## config.mk

```make
export PLATFORM = sky130hd
export DESIGN_NAME = ptw_walker
export DESIGN_NICKNAME = d
export VERILOG_FILES = /design/src/rtl/ptw_pkg.sv /design/src/rtl/ptw_addr_gen.sv /design/src/rtl/ptw_desc_eval.sv /design/src/rtl/ptw_walker.sv
export SDC_FILE = /design/constraint.sdc
export NUM_CORES = 1
export LEC_CHECK = 0
export BUFFER_PORTS_ARGS = -buffer_cell sky130_fd_sc_hd__buf_4
export CAP_MARGIN = 25
export CORE_ASPECT_RATIO = 0.75
export CORE_MARGIN = 5
export CORE_UTILIZATION = 35
export DETAILED_ROUTE_END_ITERATION = 8
export REMOVE_ABC_BUFFERS = 1
export SLEW_MARGIN = 10
export SYNTH_ARGS = -nofsm -noshare
export SYNTH_HDL_FRONTEND = slang
export SYNTH_SLANG_ARGS = --single-unit
```

## constraint.sdc

```tcl
create_clock -name clk_i -period 4.9 [get_ports clk_i]
set_input_delay 0.49 -clock clk_i [delete_from_list [all_inputs] [get_ports clk_i]]
set_output_delay 0.49 -clock clk_i [all_outputs]
set_load 0.005 [all_outputs]
```

## src/rtl/ptw_pkg.sv

```systemverilog
package ptw_pkg;
  typedef enum logic [2:0] {ST_IDLE, ST_RD, ST_CHK, ST_WB, ST_ADV, ST_DONE} ptw_state_e;
  typedef enum logic [1:0] {LV_ROOT, LV_PTR, LV_PAGE, LV_IND} ptw_level_e;
  typedef enum logic [1:0] {PG_INVALID, PG_RESIDENT, PG_INDIRECT} pg_kind_e;

  localparam int DSC_UP_VALID = 1;
  localparam int DSC_WP       = 2;
  localparam int DSC_USED     = 3;
  localparam int DSC_MOD      = 4;
  localparam int DSC_SUPER    = 7;
  localparam int STAT_RES     = 0;
  localparam int STAT_LO      = 2;
  localparam int STAT_HI      = 10;
endpackage

```

## src/rtl/ptw_addr_gen.sv

```systemverilog
module ptw_addr_gen
  import ptw_pkg::*;
#(
  parameter int AW          = 32,
  parameter int ROOT_IW     = 7,
  parameter int PTR_IW      = 7,
  parameter int SMALL_SHIFT = 12
) (
  input  logic [AW-1:0] root_ptr_i,
  input  logic [AW-1:0] root_va_i,
  input  logic [AW-1:0] vaddr_i,
  input  logic [AW-1:0] desc_i,
  input  ptw_level_e    lvl_i,
  input  logic          big_page_i,
  output logic [AW-1:0] root_entry_o,
  output logic [AW-1:0] next_entry_o,
  output logic [AW-1:0] ind_entry_o,
  output logic [AW-1:0] phys_o
);
  localparam int ROOT_LSB = AW - ROOT_IW;
  localparam int PTR_LSB  = ROOT_LSB - PTR_IW;

  logic [1:0][AW-1:0] pg_entry;
  logic [1:0][AW-1:0] pg_phys;
  logic [AW-1:0]      ptr_entry;

  assign root_entry_o = {root_ptr_i[AW-1:ROOT_IW+2], root_va_i[AW-1:ROOT_LSB], 2'b00};
  assign ptr_entry    = {desc_i[AW-1:PTR_IW+2], vaddr_i[ROOT_LSB-1:PTR_LSB], 2'b00};
  assign ind_entry_o  = {desc_i[AW-1:2], 2'b00};

  // index 0: small pages, index 1: double-size pages
  for (genvar g = 0; g < 2; g++) begin : g_pgsz
    localparam int SH = SMALL_SHIFT + g;
    localparam int IW = PTR_LSB - SH;
    assign pg_entry[g] = {desc_i[AW-1:IW+2], vaddr_i[PTR_LSB-1:SH], 2'b00};
    assign pg_phys[g]  = desc_i & ({AW{1'b1}} << SH);
  end

  assign next_entry_o = (lvl_i == LV_ROOT) ? ptr_entry : pg_entry[big_page_i];
  assign phys_o       = pg_phys[big_page_i];

  logic unused_bits;
  assign unused_bits = ^{root_ptr_i[ROOT_IW+1:0], root_va_i[ROOT_LSB-1:0],
                         vaddr_i[AW-1:ROOT_LSB], vaddr_i[SMALL_SHIFT-1:0]};
endmodule

```

## src/rtl/ptw_desc_eval.sv

```systemverilog
module ptw_desc_eval
  import ptw_pkg::*;
#(
  parameter int AW = 32
) (
  input  logic [AW-1:0] desc_i,
  input  ptw_level_e    lvl_i,
  input  logic          store_i,
  input  logic          debug_i,
  output logic          up_valid_o,
  output pg_kind_e      pg_kind_o,
  output logic          wp_o,
  output logic          wb_need_o,
  output logic [AW-1:0] wb_data_o
);
  logic upper;
  logic used, modf;

  assign upper      = (lvl_i == LV_ROOT) || (lvl_i == LV_PTR);
  assign up_valid_o = desc_i[DSC_UP_VALID];
  assign wp_o       = desc_i[DSC_WP];
  assign used       = desc_i[DSC_USED];
  assign modf       = desc_i[DSC_MOD];

  always_comb begin
    unique case (desc_i[1:0])
      2'b00:   pg_kind_o = PG_INVALID;
      2'b10:   pg_kind_o = PG_INDIRECT;
      default: pg_kind_o = PG_RESIDENT;
    endcase
  end

  always_comb begin
    wb_need_o = 1'b0;
    wb_data_o = desc_i;
    if (!debug_i) begin
      if (upper) begin
        wb_need_o = !used;
        wb_data_o[DSC_USED] = 1'b1;
      end else if (store_i && !wp_o) begin
        wb_need_o = !(used && modf);
        wb_data_o[DSC_USED] = 1'b1;
        wb_data_o[DSC_MOD]  = 1'b1;
      end else begin
        wb_need_o = !used;
        wb_data_o[DSC_USED] = 1'b1;
      end
    end
  end
endmodule

```

## src/rtl/ptw_walker.sv

```systemverilog
module ptw_walker
  import ptw_pkg::*;
#(
  parameter int AW          = 32,
  parameter int ROOT_IW     = 7,
  parameter int PTR_IW      = 7,
  parameter int SMALL_SHIFT = 12
) (
  input  logic          clk_i,
  input  logic          rst_ni,
  input  logic          start_i,
  input  logic [AW-1:0] vaddr_i,
  input  logic          super_i,
  input  logic          code_i,
  input  logic          store_i,
  input  logic          probe_i,
  input  logic          debug_i,
  input  logic          big_page_i,
  input  logic [AW-1:0] root_super_i,
  input  logic [AW-1:0] root_user_i,
  output logic          busy_o,
  output logic          done_o,
  output logic [AW-1:0] phys_o,
  output logic          perm_r_o,
  output logic          perm_w_o,
  output logic          perm_x_o,
  output logic          fault_o,
  output logic [AW-1:0] status_o,
  output logic          mem_req_o,
  output logic          mem_we_o,
  output logic [AW-1:0] mem_addr_o,
  output logic [AW-1:0] mem_wdata_o,
  input  logic [AW-1:0] mem_rdata_i,
  input  logic          mem_ack_i
);
  localparam logic [AW-1:0] STAT_MASK = AW'((1 << (STAT_HI + 1)) - (1 << STAT_LO));

  ptw_state_e    state_q;
  ptw_level_e    lvl_q;
  logic [AW-1:0] va_q, ent_q, desc_q, wb_q, phys_q, stat_q;
  logic          sup_q, code_q, st_q, prb_q, dbg_q, big_q;
  logic          wp_q, fault_q;
  logic [2:0]    perm_q;

  logic [AW-1:0] root_sel, root_entry, next_entry, ind_entry, page_phys, wb_data;
  logic          up_valid, desc_wp, wb_need;
  pg_kind_e      pg_kind;
  logic          is_upper;

  assign root_sel = super_i ? root_super_i : root_user_i;
  assign is_upper = (lvl_q == LV_ROOT) || (lvl_q == LV_PTR);

  ptw_addr_gen #(
    .AW(AW), .ROOT_IW(ROOT_IW), .PTR_IW(PTR_IW), .SMALL_SHIFT(SMALL_SHIFT)
  ) u_addr (
    .root_ptr_i  (root_sel),
    .root_va_i   (vaddr_i),
    .vaddr_i     (va_q),
    .desc_i      (desc_q),
    .lvl_i       (lvl_q),
    .big_page_i  (big_q),
    .root_entry_o(root_entry),
    .next_entry_o(next_entry),
    .ind_entry_o (ind_entry),
    .phys_o      (page_phys)
  );

  ptw_desc_eval #(.AW(AW)) u_eval (
    .desc_i    (desc_q),
    .lvl_i     (lvl_q),
    .store_i   (st_q),
    .debug_i   (dbg_q),
    .up_valid_o(up_valid),
    .pg_kind_o (pg_kind),
    .wp_o      (desc_wp),
    .wb_need_o (wb_need),
    .wb_data_o (wb_data)
  );

  always_ff @(posedge clk_i or negedge rst_ni) begin
    if (!rst_ni) begin
      state_q <= ST_IDLE;
      lvl_q   <= LV_ROOT;
      va_q    <= '0;
      ent_q   <= '0;
      desc_q  <= '0;
      wb_q    <= '0;
      phys_q  <= '0;
      stat_q  <= '0;
      sup_q   <= 1'b0;
      code_q  <= 1'b0;
      st_q    <= 1'b0;
      prb_q   <= 1'b0;
      dbg_q   <= 1'b0;
      big_q   <= 1'b0;
      wp_q    <= 1'b0;
      fault_q <= 1'b0;
      perm_q  <= '0;
    end else begin
      unique case (state_q)
        ST_IDLE: if (start_i) begin
          va_q    <= vaddr_i;
          sup_q   <= super_i;
          code_q  <= code_i;
          st_q    <= store_i;
          prb_q   <= probe_i;
          dbg_q   <= debug_i;
          big_q   <= big_page_i;
          ent_q   <= root_entry;
          lvl_q   <= LV_ROOT;
          wp_q    <= 1'b0;
          fault_q <= 1'b0;
          phys_q  <= '0;
          stat_q  <= '0;
          perm_q  <= '0;
          state_q <= ST_RD;
        end
        ST_RD: if (mem_ack_i) begin
          desc_q  <= mem_rdata_i;
          state_q <= ST_CHK;
        end
        ST_CHK: begin
          if (is_upper && !up_valid) begin
            fault_q <= 1'b1;
            state_q <= ST_DONE;
          end else if (lvl_q == LV_PAGE && pg_kind == PG_INVALID) begin
            fault_q <= 1'b1;
            state_q <= ST_DONE;
          end else if (lvl_q == LV_PAGE && pg_kind == PG_INDIRECT) begin
            ent_q   <= ind_entry;
            lvl_q   <= LV_IND;
            state_q <= ST_RD;
          end else begin
            if (desc_wp) begin
              wp_q <= 1'b1;
              if (prb_q && is_upper) stat_q[DSC_WP] <= 1'b1;
            end
            wb_q    <= wb_data;
            state_q <= wb_need ? ST_WB : ST_ADV;
          end
        end
        ST_WB: if (mem_ack_i) state_q <= ST_ADV;
        ST_ADV: begin
          if (is_upper) begin
            if (desc_wp && st_q) begin
              fault_q <= 1'b1;
              state_q <= ST_DONE;
            end else begin
              ent_q   <= next_entry;
              lvl_q   <= ptw_level_e'(lvl_q + 2'd1);
              state_q <= ST_RD;
            end
          end else begin
            phys_q <= page_phys;
            if (prb_q)
              stat_q <= stat_q | (desc_q & STAT_MASK) | page_phys | AW'(1 << STAT_RES);
            if ((wp_q && st_q) || (desc_q[DSC_SUPER] && !sup_q)) begin
              fault_q <= 1'b1;
            end else begin
              perm_q <= {code_q, !wp_q, 1'b1};
            end
            state_q <= ST_DONE;
          end
        end
        ST_DONE: state_q <= ST_IDLE;
        default: state_q <= ST_IDLE;
      endcase
    end
  end

  assign busy_o      = (state_q != ST_IDLE);
  assign done_o      = (state_q == ST_DONE);
  assign phys_o      = phys_q;
  assign fault_o     = fault_q;
  assign status_o    = stat_q;
  assign perm_r_o    = perm_q[0];
  assign perm_w_o    = perm_q[1];
  assign perm_x_o    = perm_q[2];
  assign mem_req_o   = (state_q == ST_RD) || (state_q == ST_WB);
  assign mem_we_o    = (state_q == ST_WB);
  assign mem_addr_o  = ent_q;
  assign mem_wdata_o = wb_q;

  assert_req_hold_R11: assert property (@(posedge clk_i) disable iff (!rst_ni)
    mem_req_o && !mem_ack_i |=> mem_req_o && $stable(mem_addr_o) && $stable(mem_we_o)
                                && $stable(mem_wdata_o));
  assert_done_pulse_R10: assert property (@(posedge clk_i) disable iff (!rst_ni)
    done_o |=> !done_o && !busy_o);
  assert_debug_no_write_R7: assert property (@(posedge clk_i) disable iff (!rst_ni)
    mem_req_o && dbg_q |-> !mem_we_o);
  assert_wb_sets_used_R3: assert property (@(posedge clk_i) disable iff (!rst_ni)
    mem_req_o && mem_we_o |-> mem_wdata_o[DSC_USED]);
  assert_store_needs_write_R4: assert property (@(posedge clk_i) disable iff (!rst_ni)
    done_o && st_q && !fault_o |-> perm_w_o);
  assert_user_super_page_R8: assert property (@(posedge clk_i) disable iff (!rst_ni)
    done_o && !fault_o && !sup_q |-> !desc_q[DSC_SUPER]);
endmodule

```

==> reports/qor.txt, run 1 <==
Antenna-violating nets left: 0
Arrival time worst endpoint: 3.47 ns
Final-stage net count: 1123
Via-per-instance ratio: 4.782
Reg-to-reg slack, setup: 1.78 ns
Worst R2R Start: state_q[2]
Hold Buf Count CTS: 0
Final Max Tran Viols: 0
Synth top area share: 0.5601
Inst Count DP: 1256
Grt ovf: 0
Fmax: 0.3205 GHz
Seq/Total Area, Yosys: 0.5601
Drt first pass iters: 5
Relative slew slack: 0.3432
Setup TNS: 0 ns
Final Hold Slack: 0.1820 ns
Syn Std Cell Area: 7730 um2
CP Max Fanout: 42
Final std cells w/o fill: 1289
Max Buffers Root-to-Sink: 2
Routed WL: 22.25 mm
Finished Cell Area: 10160 um2
Latest clock arrival within the worst-skew pair: 0.42 ns
CP Launch Point: state_q[2]
First-pass GRT wire length: 35.14 mm
Type of the worst min-delay path: input port to asynchronous set/reset pin
Ranking of synthesized cells by area: dfrtp_1 56%, nand2_1 12%, mux2_2 4.4%
Most frequent cells in the layout: 244 x nand2_1, 233 x buf_4, 173 x dfrtp_1
Post-DP Area: 9564 um2
Final period utilization: 0.6368
Min cycle time layout: 3.120 ns
P per Cell Area: 624.4 nW/um2
Synth warnings: 0
Worst VDD drop: 0.2138 mV
Async set or reset register ratio after synthesis: 1.000
Post-cts sizing count: 0
All-Layer GR Usage: 0.1743
Vias after detailed routing: 6164
Post-CTS Setup Bufs: 0
Synth Instances: 775
Initial antenna violation count: 0
Post-Synth XOR/XNOR Area: 0.001133
Synth-to-Final Area Change: 31.45%
Hpwl dp: 15.26 mm
Num rows: 47
Syn avg cell area: 9.974 um2
Vias in the first global route: 6036
Remaining routing DRC violations: 0
Post-synthesis mux area share: 0.08385
Static Leak: 5.042 nW
Dominant synthesized flop cell: dfrtp_1
Gpl congestion: 0.8396
CTS tree: built
Worst Skew: 0.01474 ns
Synth Register Bits: 173
Distinct cell type count after synthesis: 47
CTS Buf Count: 17
Buffers on Ports: 227
CTS sink count: 173
Ports: 274
Outcome: finished, final reports clean
Root cell of the clock tree: clkbuf_16
Finish-stage setup viols: 0
Largest family of logic cells by synthesized area: simple AND/OR/NAND/NOR gates
Die ar.: 25190 um2
Total power: 6.344 mW
Filler cells: 2147
RSZ-0062 raised after global routing: no
Crit Path Class: register to register
Die Ht: 138.7 um
Starting Density: 0.3534
Crit start category: register
Initial drt markers: 348
Crit. End Element: register
H-tree levels: 4
Worst path required time: 5.25 ns
Max-Cap Viols: 0
Commonest non-fill, non-tap cell in the layout: nand2_1
Synth Area in Compound Gates: 0.1361
Synth Area in Adders: 0.004856
Clock transition at path regs: 0.07 ns
Synth area leader: dfrtp_1
Die span in x: 181.6 um
Core box area: 21880 um2
Largest net degree at the start of global routing: 98
Final Hold Viols: 0
Diodes inserted: 0
Post-synth EDFFs: 0
Tightest Pin Transition: 0.9852 ns
Post-Synth Simple-Gate Area: 0.1552
Routed len/inst: 17.26 um
Fraction of layout cells with a size suffix above 1: 0.3126
==> worst max-delay path, cell delays in order, from the launching register on <==
cell and delay (ns):
dfrtp_1 0.89, nor3b_1 0.43, o21ai_4 0.09, buf_4 0.29, nor3_4 0.85, buf_4 0.34
a22o_1 0.15
==> path summary, 6_finish.rpt <==
| kind | end | cells after the start |
|---|---|---|
| worst max-delay path | status_o[8] | 6 |
| worst min-delay path | mem_wdata_o[4] | 1 |
| worst max register to register | status_o[8] | 6 |
| worst min register to register | phys_o[12] | 2 |
| max in group asynchronous | status_o[5] | 2 |
| min in group clk_i | va_q[23] | 3 |
==> state kept, by name, summed over array words and instances (netlist names) <==
signal	flops
state_q	3
big_q	1
fault_o	1
status_o	30
prb_q	1
code_q	1
sup_q	1
dbg_q	1
lvl_q	2
mem_wdata_o	32
wp_q	1
va_q	13
desc_q	32
perm_q	3
phys_o	20
st_q	1
mem_addr_o	30
==> layout make-up <==
class                      count  area [um2]  share of cell area
tap                          294       367.9             0.03620
multi-input combinational    541        3043              0.2995
timing repair buffer         236        1795              0.1767
clock inverter                12       130.1             0.01281
clock buffer                  20       446.7             0.04396
inverter                      13       48.80            0.004802
sequential                   173        4329              0.4261
==> cells by family (layout without fill, tap and decap cells) <==
kind of cell             Yosys count  count (layout)
buffers and inverters             76             281
multiplexers                      61              61
XOR/XNOR                           1               1
AO/OA/AOI/OAI                    168             168
flip-flops                       173             173
other                              1              16
adder cells (fa/ha/maj)            3               3
AND/OR/NAND/NOR                  292             292
==> synthesized netlist by cell type (3+ instances only) <==
cell type  count
mux2_2        30
o21ai_1       31
nand2_1      245
nand2b_1       4
a22oi_1        3
nor2_1        21
buf_2         15
inv_1         11
nor2b_1        3
ha_1           3
a32o_1         3
buf_4         21
a21oi_1       13
buf_6          9
a31oi_1        3
nor3_1         4
a221oi_1       4
a22o_1        32
mux2i_1       31
o21ai_0       66
clkbuf_1      18
dfrtp_1      173
==> metal layers <==
metal	wire, um	up-vias	global-route usage	share of wire
met3	1579	8	0.05716	0.071
met4	128	0	0.03908	0.0058
met5	0	-	0	0
met1	10550	2968	0.2477	0.47
li1	-	3019	-	-
met2	9990	169	0.2609	0.45
==> where the power goes <==
group	switching, mW	internal [mW]	leakage (nW)
sequential	0.533	2.05	2.18
clock	0.600	0.731	0.273
combinational	1.24	1.19	2.59
total	2.37	3.98	5.04
==> through the flow <==
| step | setup slack (ns) | utilization |
|---|---|---|
| floorplan | 2.198 | - |
| global placement | 1.818 | 0.4365 |
| detailed placement | 1.771 | 0.4372 |
| CTS | 1.732 | 0.4636 |
| global route | 1.524 | 0.4645 |
| finish | 1.780 | 0.4645 |
No activity file was read; power rests on OpenSTA's default activity.
==> run 2: changes to the inputs <==
--- a/config.mk
+++ b/config.mk
@@ -5,6 +5,7 @@
 export SDC_FILE = /design/constraint.sdc
 export NUM_CORES = 1
 export LEC_CHECK = 0
+export ABC_AREA = 1
 export BUFFER_PORTS_ARGS = -buffer_cell sky130_fd_sc_hd__buf_4
 export CAP_MARGIN = 25
 export CORE_ASPECT_RATIO = 0.75
==> constraint.sdc (replaced) <==
create_clock -name clk_i -period 2.7 [get_ports clk_i]
set_input_delay 0.27 -clock clk_i [delete_from_list [all_inputs] [get_ports clk_i]]
set_output_delay 0.27 -clock clk_i [all_outputs]
set_load 0.005 [all_outputs]
==> run 2 against run 1 <==
Worst setup slack got worse by 1.4 ns. Cell area increased by 0.11%. Clock skew decreased by 0.0022 ns. Register-to-register slack got worse by 1.4 ns. Critical path depth increased by 2. First-iteration DRC count increased by 36%. Combinational power increased by 140%. Clock power increased by 89%. Sequential power increased by 80%. Critical path type unchanged. Highest routed layer unchanged.
==> reports/qor.txt, run 2 <==
Starting Density: 0.3580 (+0.004698)
Ranking of synthesized cells by area: dfrtp_1 57%, nand2_1 9.7%, nor2_1 7.1%
Die Ht: 137.8 um (-0.63%)
Final Max Tran Viols: 0 (unchanged)
Type of the worst min-delay path: input port to register
Synth Instances: 887 (+14%)
Leading cell types by count after synthesis: 198 x nand2_1, 173 x dfrtp_1, 144 x nor2_1, 86 x o21ai_0, 60 x a21oi_1
Routed WL: 23.36 mm (+5.0%)
Worst VDD drop: 0.5553 mV (+160%)
Hold_sp: vaddr_i[16]
Met2 Use GR: 0.2824 (+0.02149)
Final Hold Slack: 0.04008 ns (-0.1419 ns)
CTS tree: built
Fmax: 0.4300 GHz (+34%)
Die span in x: 180.4 um (-0.64%)
CTS Buf Count: 17 (unchanged)
Final std cells w/o fill: 1402 (+8.8%)
Syn avg cell area: 8.596 um2 (-14%)
Relative slew slack: 0.5414 (+0.1982)
Synth top area share: 0.5678 (+0.007720)
WHS Path Cells: 3
Seq/Total Area, Yosys: 0.5678 (+0.007720)
Crit Path Class: register to register
Async set or reset register ratio after synthesis: 1.000 (unchanged)
Setup TNS: 0 ns (unchanged)
Outcome: finished, final reports clean
Worst path required time: 3.03 ns (-2.22 ns)
Grt ovf: 0 (unchanged)
Initial antenna violation count: 0 (unchanged)
CP Max Fanout: 34 (-19%)
Hold Path Sink: va_q[16]
Dominant synthesized flop cell: dfrtp_1
Reg-to-reg slack, setup: 0.37 ns (-1.41 ns)
Latest clock arrival within the worst-skew pair: 0.42 ns (about the same)
Synth-to-Final Area Change: 33.41%
Static Leak: 5.152 nW (+2.2%)
Initial drt markers: 475 (+36%)
Arrival time worst endpoint: 2.65 ns (-0.82 ns)
Vias in the first global route: 6418 (+6.3%)
Synth area leader: dfrtp_1
CTS sink count: 173 (unchanged)
Root cell of the clock tree: clkbuf_16
Routed len/inst: 16.66 um (-3.5%)
Distinct cell type count after synthesis: 31 (-34%)
Post-CTS Setup Bufs: 0 (unchanged)
Gpl congestion: 0.8343 (-0.63%)
RSZ-0062 raised after global routing: no
Via-per-instance ratio: 4.667 (-2.4%)
Total power: 12.96 mW (+100%)
Final Hold Viols: 0 (unchanged)
Max Buffers Root-to-Sink: 2 (unchanged)
Commonest non-fill, non-tap cell in the layout: buf_4
Finish-stage setup viols: 0 (unchanged)
All-Layer GR Usage: 0.1890 (+0.01470)
Crit. End Element: register
Die ar.: 24870 um2 (-1.3%)
Crit start category: register
Worst Skew: 0.01257 ns (-0.002167 ns)
H-tree levels: 4 (unchanged)
Hpwl dp: 16.12 mm (+5.7%)
Num rows: 46 (-2.1%)
Largest net degree at the start of global routing: 64 (-35%)
First-pass GRT wire length: 36.75 mm (+4.6%)
Post-layout util: 0.4777 (+0.01319)
Max-Cap Viols: 0 (unchanged)
Syn Std Cell Area: 7625 um2 (-1.4%)
Drt first pass iters: 5 (unchanged)
Synth warnings: 0 (unchanged)
Gr busiest metal: met2
Core box area: 21300 um2 (-2.7%)
Global-route met1 utilization: 0.2656 (+0.01789)
Inst Count DP: 1370 (+9.1%)
RR Endpoint: phys_o[14]
Antenna-violating nets left: 0 (unchanged)
Final period utilization: 0.8614 (+0.2246)
Remaining routing DRC violations: 0 (unchanged)
Vias after detailed routing: 6543 (+6.1%)
Worst R2R Start: lvl_q[0]
Ports: 274 (unchanged)
R2r worst-path depth: 8 (+2)
Most frequent cells in the layout: 234 x buf_4, 197 x nand2_1, 173 x dfrtp_1
Most frequent cell after synthesis: nand2_1
Post-synth EDFFs: 0 (unchanged)
Fraction of layout cells with a size suffix above 1: 0.2603 (-0.05224)
Tightest Pin Transition: 0.6855 ns (-0.2997 ns)
Final-stage net count: 1243 (+11%)
Synth Register Bits: 173 (unchanged)
Buffers on Ports: 227 (unchanged)
Clock transition at path regs: 0.07 ns (about the same)
Diodes inserted: 0 (unchanged)
Min cycle time layout: 2.326 ns (-0.7947 ns)
Met3 GRT Util: 0.07179 (+0.01463)
P per Cell Area: 1274 nW/um2 (+100%)
[run 2: cell types whose count changed in the layout (fill, tap and decap cells not counted), moves of 10 or more]
cell	change
inv_1	+40
a21oi_1	+47
nand2_1	-47
o21a_1	+28
mux2_2	-29
o21ai_0	+20
o211ai_1	+10
a22o_1	-32
nor2_1	+124
mux2i_1	-31
[run 2: per-stage QoR]
step                      setup WS (ns)  instance area, um2
after detailed placement         0.4593                9567
after CTS                        0.3427               10170
after global placement           0.5107                9567
after floorplan                  0.4438                7336
after global routing             0.2136               10170
final                            0.3743               10170
[run 2: worst max-delay path, cell delays in order (launching register included)]
cell     delay, ns
dfrtp_1       0.36
inv_1         0.08
ha_1          0.28
nor2_2        0.36
nand2_1       0.20
nand2_2       0.25
buf_4         0.40
nor2_1        0.10
a21oi_1       0.18
[run 2: timing repair]
item,in CTS,in global routing
hold endpoints to repair,58,0
resized for setup,0,0
hold buffers,1,0
[run 2: cell type report]
type	instances	area, um2
clock buffers	19	432.9
repair buffers	241	1878
fillers	2131	11120
clock inverters	12	162.7
multi-input cells	612	2795
flip-flops and latches	173	4329
inverters	57	214.0
well taps	288	360.3
[run 2: per-layer routing]
layer  part of all wire  wire [um]  up-vias
met4             0.0057        134        0
met1               0.47      11080     3073
met5                  0          0        -
met2               0.43      10160      194
li1                   -          -     3265
met3              0.085       1982       11
[run 2: logic make-up (layout without fill, tap and decap cells)]
group / Yosys count / in the layout / synth area share
muxes: 1 / 1 / 0.001477
other: 1 / 16 / 0.0004918
adders and majority gates: 3 / 3 / 0.004923
buffers and inverters: 117 / 329 / 0.07335
and+or+nand+nor: 370 / 370 / 0.1928
DFF: 173 / 173 / 0.5678
AOI/OAI and AO/OA: 222 / 222 / 0.1592
[run 2: how the worst max path moves through the flow]
stage | to | cells after the start | startpoint
global route | phys_o[14] | 8 | lvl_q[0]
finish | phys_o[14] | 8 | lvl_q[0]
detailed placement | va_q[22] | 8 | state_q[0]
floorplan | desc_q[3] | 6 | state_q[0]
CTS | phys_o[14] | 8 | state_q[0]
global placement | va_q[17] | 8 | state_q[0]
[run 2: power by group]
group | total, mW | switching [mW] | leakage, nW | internal (mW)
logic | 5.78 | 3.29 | 2.80 | 2.49
clock network | 2.52 | 1.06 | 0.278 | 1.46
registers | 4.66 | 0.765 | 2.07 | 3.90
total | 13.0 | 5.11 | 5.15 | 7.85
